$ cat config.mk
export PLATFORM = sky130hd
export DESIGN_NAME = clkseq_top
export DESIGN_NICKNAME = d
export VERILOG_FILES = /design/src/rtl/clkseq_pkg.sv /design/src/rtl/clkseq_sync.sv /design/src/rtl/clkseq_timer.sv /design/src/rtl/clkseq_fsm.sv /design/src/rtl/clkseq_outctl.sv /design/src/rtl/clkseq_top.sv
export SDC_FILE = /design/constraint.sdc
export NUM_CORES = 1
export LEC_CHECK = 0
export ABC_AREA = 1
export BUFFER_PORTS_ARGS = -buffer_cell sky130_fd_sc_hd__buf_4
export CORE_MARGIN = 4
export CORE_UTILIZATION = 58
export CTS_CLUSTER_DIAMETER = 40
export CTS_CLUSTER_SIZE = 40
export DETAILED_ROUTE_END_ITERATION = 16
export GPL_TIMING_DRIVEN = 0
export PLACE_DENSITY = 0.95
export SLEW_MARGIN = 20
export SYNTH_ARGS = -nofsm -noshare
export SYNTH_HDL_FRONTEND = slang
export SYNTH_SLANG_ARGS = --single-unit
$ cat constraint.sdc
create_clock -name clk -period 5.75 [get_ports clk]
set_input_delay 0.8625 -clock clk [delete_from_list [all_inputs] [get_ports clk]]
set_output_delay 0.8625 -clock clk [all_outputs]
set_load 0.1 [all_outputs]
$ cat src/rtl/clkseq_pkg.sv
// Package: shared types for the power-up sequencer.
// Assumes: nothing beyond the standard language.
package clkseq_pkg;

    // Sequencer states, in start-up order.
    typedef enum logic [2:0] {
        ST_IDLE   = 3'd0,
        ST_SETTLE = 3'd1,
        ST_SAMPLE = 3'd2,
        ST_HOLD   = 3'd3,
        ST_LOCK   = 3'd4,
        ST_RUN    = 3'd5,
        ST_PDWN   = 3'd6
    } seq_state_t;

    // Output mode that the FSM broadcasts to every output slice.
    typedef enum logic [1:0] {
        OM_OFF = 2'd0,
        OM_RUN = 2'd1,
        OM_PD  = 2'd2
    } out_mode_t;

    // Captured strap fields; the bit order is the order used on the strap bus.
    typedef struct packed {
        logic [2:0] fsel;
        logic       test_sel;
        logic       dbg_en;
    } strap_t;

    localparam int STRAP_W = $bits(strap_t);

endpackage

$ cat src/rtl/clkseq_sync.sv
// Module: two-flop synchronizer for the shared power-good/power-down pin.
// Assumes: the pin rests high before power-good, so the flops reset to 1.
module clkseq_sync (
    input  logic clk,
    input  logic rst_n,
    input  logic pin_raw,
    output logic pin_s
);

    logic meta_q;

    // Carry the raw pin through two flops into the clock domain.
    always_ff @(posedge clk) begin
        if (!rst_n) begin
            meta_q <= 1'b1;
            pin_s  <= 1'b1;
        end else begin
            meta_q <= pin_raw;
            pin_s  <= meta_q;
        end
    end

endmodule

$ cat src/rtl/clkseq_timer.sv
// Module: saturating counter of reference ticks with a run-time limit.
// Assumes: clr has priority; limit stays stable while a wait is in progress.
module clkseq_timer #(
    parameter int W = 8
) (
    input  logic         clk,
    input  logic         rst_n,
    input  logic         clr,
    input  logic         tick,
    input  logic [W-1:0] limit,
    output logic         expired
);

    logic [W-1:0] cnt_q;

    assign expired = (cnt_q >= limit);

    // Count ticks from the last clear until the limit is reached.
    always_ff @(posedge clk) begin
        if (!rst_n)
            cnt_q <= '0;
        else if (clr)
            cnt_q <= '0;
        else if (tick && !expired)
            cnt_q <= cnt_q + 1'b1;
    end

endmodule

$ cat src/rtl/clkseq_fsm.sv
// Module: start-up and power-down state machine; also holds the strap capture.
// Assumes: pin_s is synchronized; pll_locked and strap_raw are quasi-static.
module clkseq_fsm
    import clkseq_pkg::*;
#(
    parameter int T_SETTLE = 3580,
    parameter int T_HOLD   = 25773,
    localparam int TMAX    = (T_SETTLE > T_HOLD) ? T_SETTLE : T_HOLD,
    localparam int TW      = $clog2(TMAX + 1)
) (
    input  logic               clk,
    input  logic               rst_n,
    input  logic               ref_tick,
    input  logic               pin_s,
    input  logic               pll_locked,
    input  logic [STRAP_W-1:0] strap_raw,
    output out_mode_t          mode,
    output logic [STRAP_W-1:0] strap_q,
    output logic               strap_valid,
    output logic               pd_active
);

    seq_state_t   st_q, st_d;
    logic         tmr_clr;
    logic         tmr_exp;
    logic [TW-1:0] tmr_lim;
    strap_t       strap_r;

    // Restart the timer whenever the state changes.
    assign tmr_clr = (st_d != st_q);
    // Choose the limit for the wait now in progress.
    assign tmr_lim = (st_q == ST_HOLD) ? TW'(T_HOLD) : TW'(T_SETTLE);

    clkseq_timer #(.W(TW)) u_timer (
        .clk     (clk),
        .rst_n   (rst_n),
        .clr     (tmr_clr),
        .tick    (ref_tick),
        .limit   (tmr_lim),
        .expired (tmr_exp)
    );

    // Next-state logic for the start-up sequence and power-down handling.
    always_comb begin
        st_d = st_q;
        unique case (st_q)
            ST_IDLE:   if (!pin_s) st_d = ST_SETTLE;
            ST_SETTLE: if (tmr_exp) st_d = ST_SAMPLE;
            ST_SAMPLE: st_d = ST_HOLD;
            ST_HOLD:   if (tmr_exp) st_d = ST_LOCK;
            ST_LOCK:   if (pll_locked) st_d = pin_s ? ST_PDWN : ST_RUN;
            ST_RUN:    if (pin_s) st_d = ST_PDWN;
            ST_PDWN:   if (!pin_s && ref_tick) st_d = ST_RUN;
            default:   st_d = ST_IDLE;
        endcase
    end

    // State register.
    always_ff @(posedge clk) begin
        if (!rst_n) st_q <= ST_IDLE;
        else        st_q <= st_d;
    end

    // Capture the straps once, in the sample state.
    always_ff @(posedge clk) begin
        if (!rst_n) begin
            strap_r     <= '0;
            strap_valid <= 1'b0;
        end else if (st_q == ST_SAMPLE && !strap_valid) begin
            strap_r     <= strap_t'(strap_raw);
            strap_valid <= 1'b1;
        end
    end

    assign strap_q   = strap_r;
    assign pd_active = (st_q == ST_PDWN);

    // Tell the output slices which mode to use.
    always_comb begin
        unique case (st_q)
            ST_RUN:  mode = OM_RUN;
            ST_PDWN: mode = OM_PD;
            default: mode = OM_OFF;
        endcase
    end

endmodule

$ cat src/rtl/clkseq_outctl.sv
// Module: per-output run / tri-state control registers, one slice per output.
// Assumes: out_en and pd_hiz are quasi-static configuration bits.
module clkseq_outctl
    import clkseq_pkg::*;
#(
    parameter int N_OUT = 8
) (
    input  logic             clk,
    input  logic             rst_n,
    input  out_mode_t        mode,
    input  logic [N_OUT-1:0] out_en,
    input  logic [N_OUT-1:0] pd_hiz,
    output logic [N_OUT-1:0] run,
    output logic [N_OUT-1:0] hiz
);

    for (genvar i = 0; i < N_OUT; i++) begin : g_slice
        // Register this output's run and tri-state controls for the current mode.
        always_ff @(posedge clk) begin
            if (!rst_n) begin
                run[i] <= 1'b0;
                hiz[i] <= 1'b1;
            end else begin
                unique case (mode)
                    OM_RUN: begin
                        run[i] <= out_en[i];
                        hiz[i] <= ~out_en[i];
                    end
                    OM_PD: begin
                        run[i] <= 1'b0;
                        hiz[i] <= ~out_en[i] | pd_hiz[i];
                    end
                    default: begin
                        run[i] <= 1'b0;
                        hiz[i] <= 1'b1;
                    end
                endcase
            end
        end
    end

endmodule

$ cat src/rtl/clkseq_top.sv
// Module: top level of the clock generator power-up sequencer.
// Assumes: ref_tick is a one-cycle pulse in the clk domain; the pin may be asynchronous.
module clkseq_top #(
    parameter int N_OUT    = 8,
    parameter int T_SETTLE = 3580,
    parameter int T_HOLD   = 25773
) (
    input  logic             clk,
    input  logic             rst_n,
    input  logic             ref_tick,
    input  logic             pgpd_pin,
    input  logic             pll_locked,
    input  logic [4:0]       strap_pins,
    input  logic [N_OUT-1:0] out_en_cfg,
    input  logic [N_OUT-1:0] pd_hiz_cfg,
    output logic [4:0]       strap_q,
    output logic             strap_valid,
    output logic [N_OUT-1:0] clk_run,
    output logic [N_OUT-1:0] clk_hiz,
    output logic             pd_active
);

    import clkseq_pkg::*;

    logic      pin_s;
    out_mode_t mode;

    clkseq_sync u_sync (
        .clk     (clk),
        .rst_n   (rst_n),
        .pin_raw (pgpd_pin),
        .pin_s   (pin_s)
    );

    clkseq_fsm #(.T_SETTLE(T_SETTLE), .T_HOLD(T_HOLD)) u_fsm (
        .clk         (clk),
        .rst_n       (rst_n),
        .ref_tick    (ref_tick),
        .pin_s       (pin_s),
        .pll_locked  (pll_locked),
        .strap_raw   (strap_pins),
        .mode        (mode),
        .strap_q     (strap_q),
        .strap_valid (strap_valid),
        .pd_active   (pd_active)
    );

    clkseq_outctl #(.N_OUT(N_OUT)) u_out (
        .clk    (clk),
        .rst_n  (rst_n),
        .mode   (mode),
        .out_en (out_en_cfg),
        .pd_hiz (pd_hiz_cfg),
        .run    (clk_run),
        .hiz    (clk_hiz)
    );

endmodule

==> flow_results.org <==
** Die
- The floorplan step set the die height to 70.9 um.
- Number of top-level pins :: 49
- For this configuration, the core starts out at a cell density of 0.612.
- Horiz. Die Dim :: 70.9 um
- Area of the core :: 0.00374 sq mm
- Std-Cell Rows :: 22
- Area of the die :: 0.00502 sq mm

** Clocking
- The H-tree generated during clock tree synthesis spans 2 levels.
- CTS root buf :: sky130_fd_sc_hd__clkbuf_8
- Clock sink count :: 42
- Buffers added to address setup during post-CTS repair amount to 0.
- Number of buffers inserted during clock tree synthesis :: 5
- CTS clock-pin slew for the worst setup and hold paths :: 0.09 ns
- Buffers inserted to repair hold after CTS numbered 0.
- Counting along the longest clock path gives a buffer depth of 2.
- Post-cts resize count :: 0
- Worst-Skew Late Latency :: 0.30 ns
- TritonCTS built the clock tree.

** Synth
- After synthesis, the netlist uses 29 different library cells.
- Ys flop type :: sky130_fd_sc_hd__dfxtp_1
- Share of async-settable or async-resettable flops after synthesis :: 0
- Counting flops with a built-in enable in the synthesized netlist gives 0.
- Cell area after synthesis :: 0.00229 sq mm
- Number of synthesized register bits :: 42
- Of the total synthesized cell area, the portion taken by AND, OR, NAND and NOR gates is 0.332.
- Leading area contributor after synthesis :: sky130_fd_sc_hd__dfxtp_1
- During synthesis, Yosys emitted a total of 0 warnings.
- Adder-cell share of the synthesized area :: 0.0328
- Multiplexer fraction of the synthesized cell area :: 0
- Gate count of the mapped netlist :: 319
- XOR/XNOR share of the synthesized area :: 0.0421
- Syn nets :: 351
- In this run the mean area of a mapped cell was 7.18 sq um.
- Proportion of synthesized chip area in sequential cells :: 0.367
- Sorting the synthesized cells by area gives the leading types as sky130_fd_sc_hd__dfxtp_1 37%, sky130_fd_sc_hd__nand2_1 9.8%, sky130_fd_sc_hd__inv_1 7.9%.
- Most common cell in the netlist :: sky130_fd_sc_hd__nand2_1
- After synthesis, the largest family of logic cells by area is simple AND/OR/NAND/NOR gates.
- The post-synthesis compound-gate area fraction is 0.113.
- Ranking of synthesized cells by instance count :: 60 x sky130_fd_sc_hd__nand2_1, 48 x sky130_fd_sc_hd__inv_1, 42 x sky130_fd_sc_hd__dfxtp_1, 36 x sky130_fd_sc_hd__nor2_1, 23 x sky130_fd_sc_hd__o21ai_0
- Share of the synthesized area in the top cell type :: 0.367

** Global route
- Via count of the first global-routing pass :: 2155
- Combined global-route utilization of all metal layers :: 0.218
- Overflow left after global routing :: 0
- The first global-routing pass estimated 9080 um of wire.
- Initial antenna violation count :: 0
- Entering global routing, the biggest net connects 14 pins.

** Worst setup path
- Critical path startpoint :: u_fsm.st_q[1]$_SDFF_PN0_
- Critical path startpoint category :: register
- Critical register-to-register path endpoint :: u_fsm.u_timer.cnt_q[13]$_SDFFE_PP0P_
- Setup slack on the worst reg-to-reg path comes out at 3.42 ns.
- Data on the critical path is required at its endpoint by 5.98 ns.
- WP data arrival :: 2.56 ns
- Worst setup path category :: register to register
- The worst register-to-register path has a depth of 15.
- Element type at the critical path end :: register
- Worst r2r src :: u_fsm.st_q[1]$_SDFF_PN0_
- Largest fanout on the critical path :: 10

** Route
- In the routed design, unresolved DRC markers number 0.
- Via/cell ratio :: 5.14
- Antenna-violating nets left :: 0
- The detailed router finished its first iteration with 112 violations.
- Iteration count of the initial detailed-routing pass :: 4
- Across all layers, the routed design uses 2169 vias.
- After detailed routing, the average wire length per cell comes to 12.3 um.
- Wire length reported by the detailed router :: 5190 um

** Place
- Once detailed placement completed, the half-perimeter wirelength came to 3990 um.
- Routability congestion estimate from global placement :: 0.870
- Port buffering added 47 buffers.

** STA
- Highest Clock Rate :: 0.429 GHz
- Final setup skew :: 0.0155 ns
- Time the final worst path needs with I/O delays and setup :: 2.33 ns
- Setup violations remaining at the end of the flow were counted as 0.
- Setup total negative slack on the finished layout was measured at 0 ns.
- Max-slew headroom :: 0.701
- Share of the cycle needed by the critical path after routing :: 0.405
- Setup repair after global routing left no endpoint under its margin.
- Number of endpoints with negative hold slack in the final report :: 0
- Number of pins with negative max-slew slack in the final report :: 0
- For the pin with the worst max-slew slack, the measured transition is 0.445 ns.

** Power
- Summed over all cells, the static leakage comes to 0.00118 uW.
- Power spread over the standard cell area amounts to 189 mW/mm^2.
- Peak supply drop :: 0.000191 V

** Job
- Number of max-capacitance violations reported :: 0

** Final layout
- Final net count :: 405
- Of the cells placed in the final design, the portion with a size suffix greater than 1 is 0.238.
- 0 antenna diodes ended up in the layout.
- From synthesis to final layout, the design area changed by 21.8%.
- Once layout is complete, the utilization of the core stands at 0.745.

** Worst hold path
- Path category of the worst min-delay check :: register to register
- The worst hold path begins at u_sync.meta_q$_SDFF_PN1_.
- Cell depth of the worst hold path :: 1
- The worst hold path terminates at u_sync.pin_s$_SDFF_PN1_.

** Outcome
- Result of the run :: completed
## where the power goes
part / internal (uW) / total (uW) / switching (uW)
Combinational: 19.9 / 42.7 / 22.8
Sequential: 293 / 295 / 1.63
Clock: 85.8 / 191 / 105
## area by class of cell
class                   instances  area, sq um
clock buffers                   6         72.6
plain buffers                   9         68.8
flip-flops and latches         42          841
multi-input cells             217         1190
well taps                      48         60.1
clock inverters                 2         13.8
fillers                       293          953
inverters                      51          191
repair buffers                 47          353
## registers in the layout, summed over array words and instances (netlist names)
signal / count
u_sync.pin_s: 1
u_out.hiz: 8
u_fsm.st_q: 3
u_fsm.u_timer.cnt_q: 15
u_fsm.strap_valid: 1
u_fsm.strap_q: 5
u_sync.meta_q: 1
u_out.run: 8
## worst max path at each step
stage	to	slack, ns	cells past startpoint
floorplan	u_fsm.u_timer.cnt_q[2]$_SDFFE_PP0P_	3.52	11
global placement	u_fsm.u_timer.cnt_q[0]$_SDFFE_PP0P_	3.51	16
detailed placement	u_fsm.u_timer.cnt_q[1]$_SDFFE_PP0P_	3.44	15
CTS	u_fsm.u_timer.cnt_q[13]$_SDFFE_PP0P_	3.40	15
global route	u_fsm.u_timer.cnt_q[13]$_SDFFE_PP0P_	3.19	15
finish	u_fsm.u_timer.cnt_q[13]$_SDFFE_PP0P_	3.42	15
## critical path, stage by stage, from the launching register on
cell                       delay [ns]
sky130_fd_sc_hd__dfxtp_1         0.31
sky130_fd_sc_hd__buf_4           0.16
sky130_fd_sc_hd__nand2_4         0.07
sky130_fd_sc_hd__nor2_4          0.21
sky130_fd_sc_hd__ha_1            0.28
sky130_fd_sc_hd__nand2_1         0.06
sky130_fd_sc_hd__nand3b_1        0.12
sky130_fd_sc_hd__nor2_1          0.07
sky130_fd_sc_hd__nor2_4          0.15
sky130_fd_sc_hd__nand3_1         0.10
sky130_fd_sc_hd__nand2_1         0.09
sky130_fd_sc_hd__nand2_1         0.07
sky130_fd_sc_hd__nand2_1         0.07
sky130_fd_sc_hd__nand3_2         0.15
sky130_fd_sc_hd__buf_6           0.21
sky130_fd_sc_hd__nor3_2          0.17
## routing by layer
metal  GRT usage  share of wire  routed length, um
met1       0.243           0.42               2190
met2       0.388           0.49               2540
met3      0.0824          0.076                392
met4      0.0605          0.012                 63
met5           0              0                  0
## cell families after synthesis
logic type | Yosys count
compound gates | 48
xor+xnor | 11
fa+ha+maj | 6
buf+inv | 60
flops | 42
simple gates | 152
## through the flow
step | hold slack (ns) | setup slack, ns | instances | area [sq um] | power [uW]
floorplan | 0.393 | 3.52 | 319 | 2290 | 325
global placement | 0.394 | 3.51 | 414 | 2700 | 342
detailed placement | 0.404 | 3.44 | 414 | 2700 | 344
CTS | 0.422 | 3.40 | 422 | 2790 | 531
global route | 0.439 | 3.19 | 422 | 2790 | 550
finish | 0.419 | 3.42 | 422 | 2790 | 528
## layout by cell type, fill, tap and decap left out
| cell type | count |
|---|---|
| sky130_fd_sc_hd__nand2_1 | 60 |
| sky130_fd_sc_hd__buf_4 | 50 |
| sky130_fd_sc_hd__inv_1 | 48 |
| sky130_fd_sc_hd__dfxtp_1 | 42 |
| sky130_fd_sc_hd__nor2_1 | 36 |
| sky130_fd_sc_hd__o21ai_0 | 23 |
| sky130_fd_sc_hd__nand3_1 | 16 |
| sky130_fd_sc_hd__nor3_1 | 12 |
| sky130_fd_sc_hd__a21oi_1 | 12 |
| sky130_fd_sc_hd__xor2_1 | 11 |
| sky130_fd_sc_hd__nor3_2 | 11 |
| sky130_fd_sc_hd__o21ai_1 | 8 |
| sky130_fd_sc_hd__ha_1 | 6 |
| sky130_fd_sc_hd__clkbuf_8 | 5 |
| sky130_fd_sc_hd__inv_2 | 3 |
| sky130_fd_sc_hd__o21ai_2 | 3 |
| sky130_fd_sc_hd__buf_6 | 3 |
| sky130_fd_sc_hd__clkbuf_1 | 3 |
| sky130_fd_sc_hd__nor4_1 | 3 |
| sky130_fd_sc_hd__nand2_4 | 2 |
| sky130_fd_sc_hd__nor2_4 | 2 |
| sky130_fd_sc_hd__nand3_2 | 2 |
| sky130_fd_sc_hd__nand4_1 | 2 |
| sky130_fd_sc_hd__nand2_2 | 2 |
| sky130_fd_sc_hd__or2_2 | 2 |
| sky130_fd_sc_hd__nand3b_1 | 1 |
| sky130_fd_sc_hd__nor2_8 | 1 |
| sky130_fd_sc_hd__buf_2 | 1 |
| sky130_fd_sc_hd__o211a_1 | 1 |
| sky130_fd_sc_hd__a211oi_1 | 1 |
| sky130_fd_sc_hd__clkinv_2 | 1 |
| sky130_fd_sc_hd__clkinv_4 | 1 |
No activity file was read; power rests on OpenSTA's default activity.
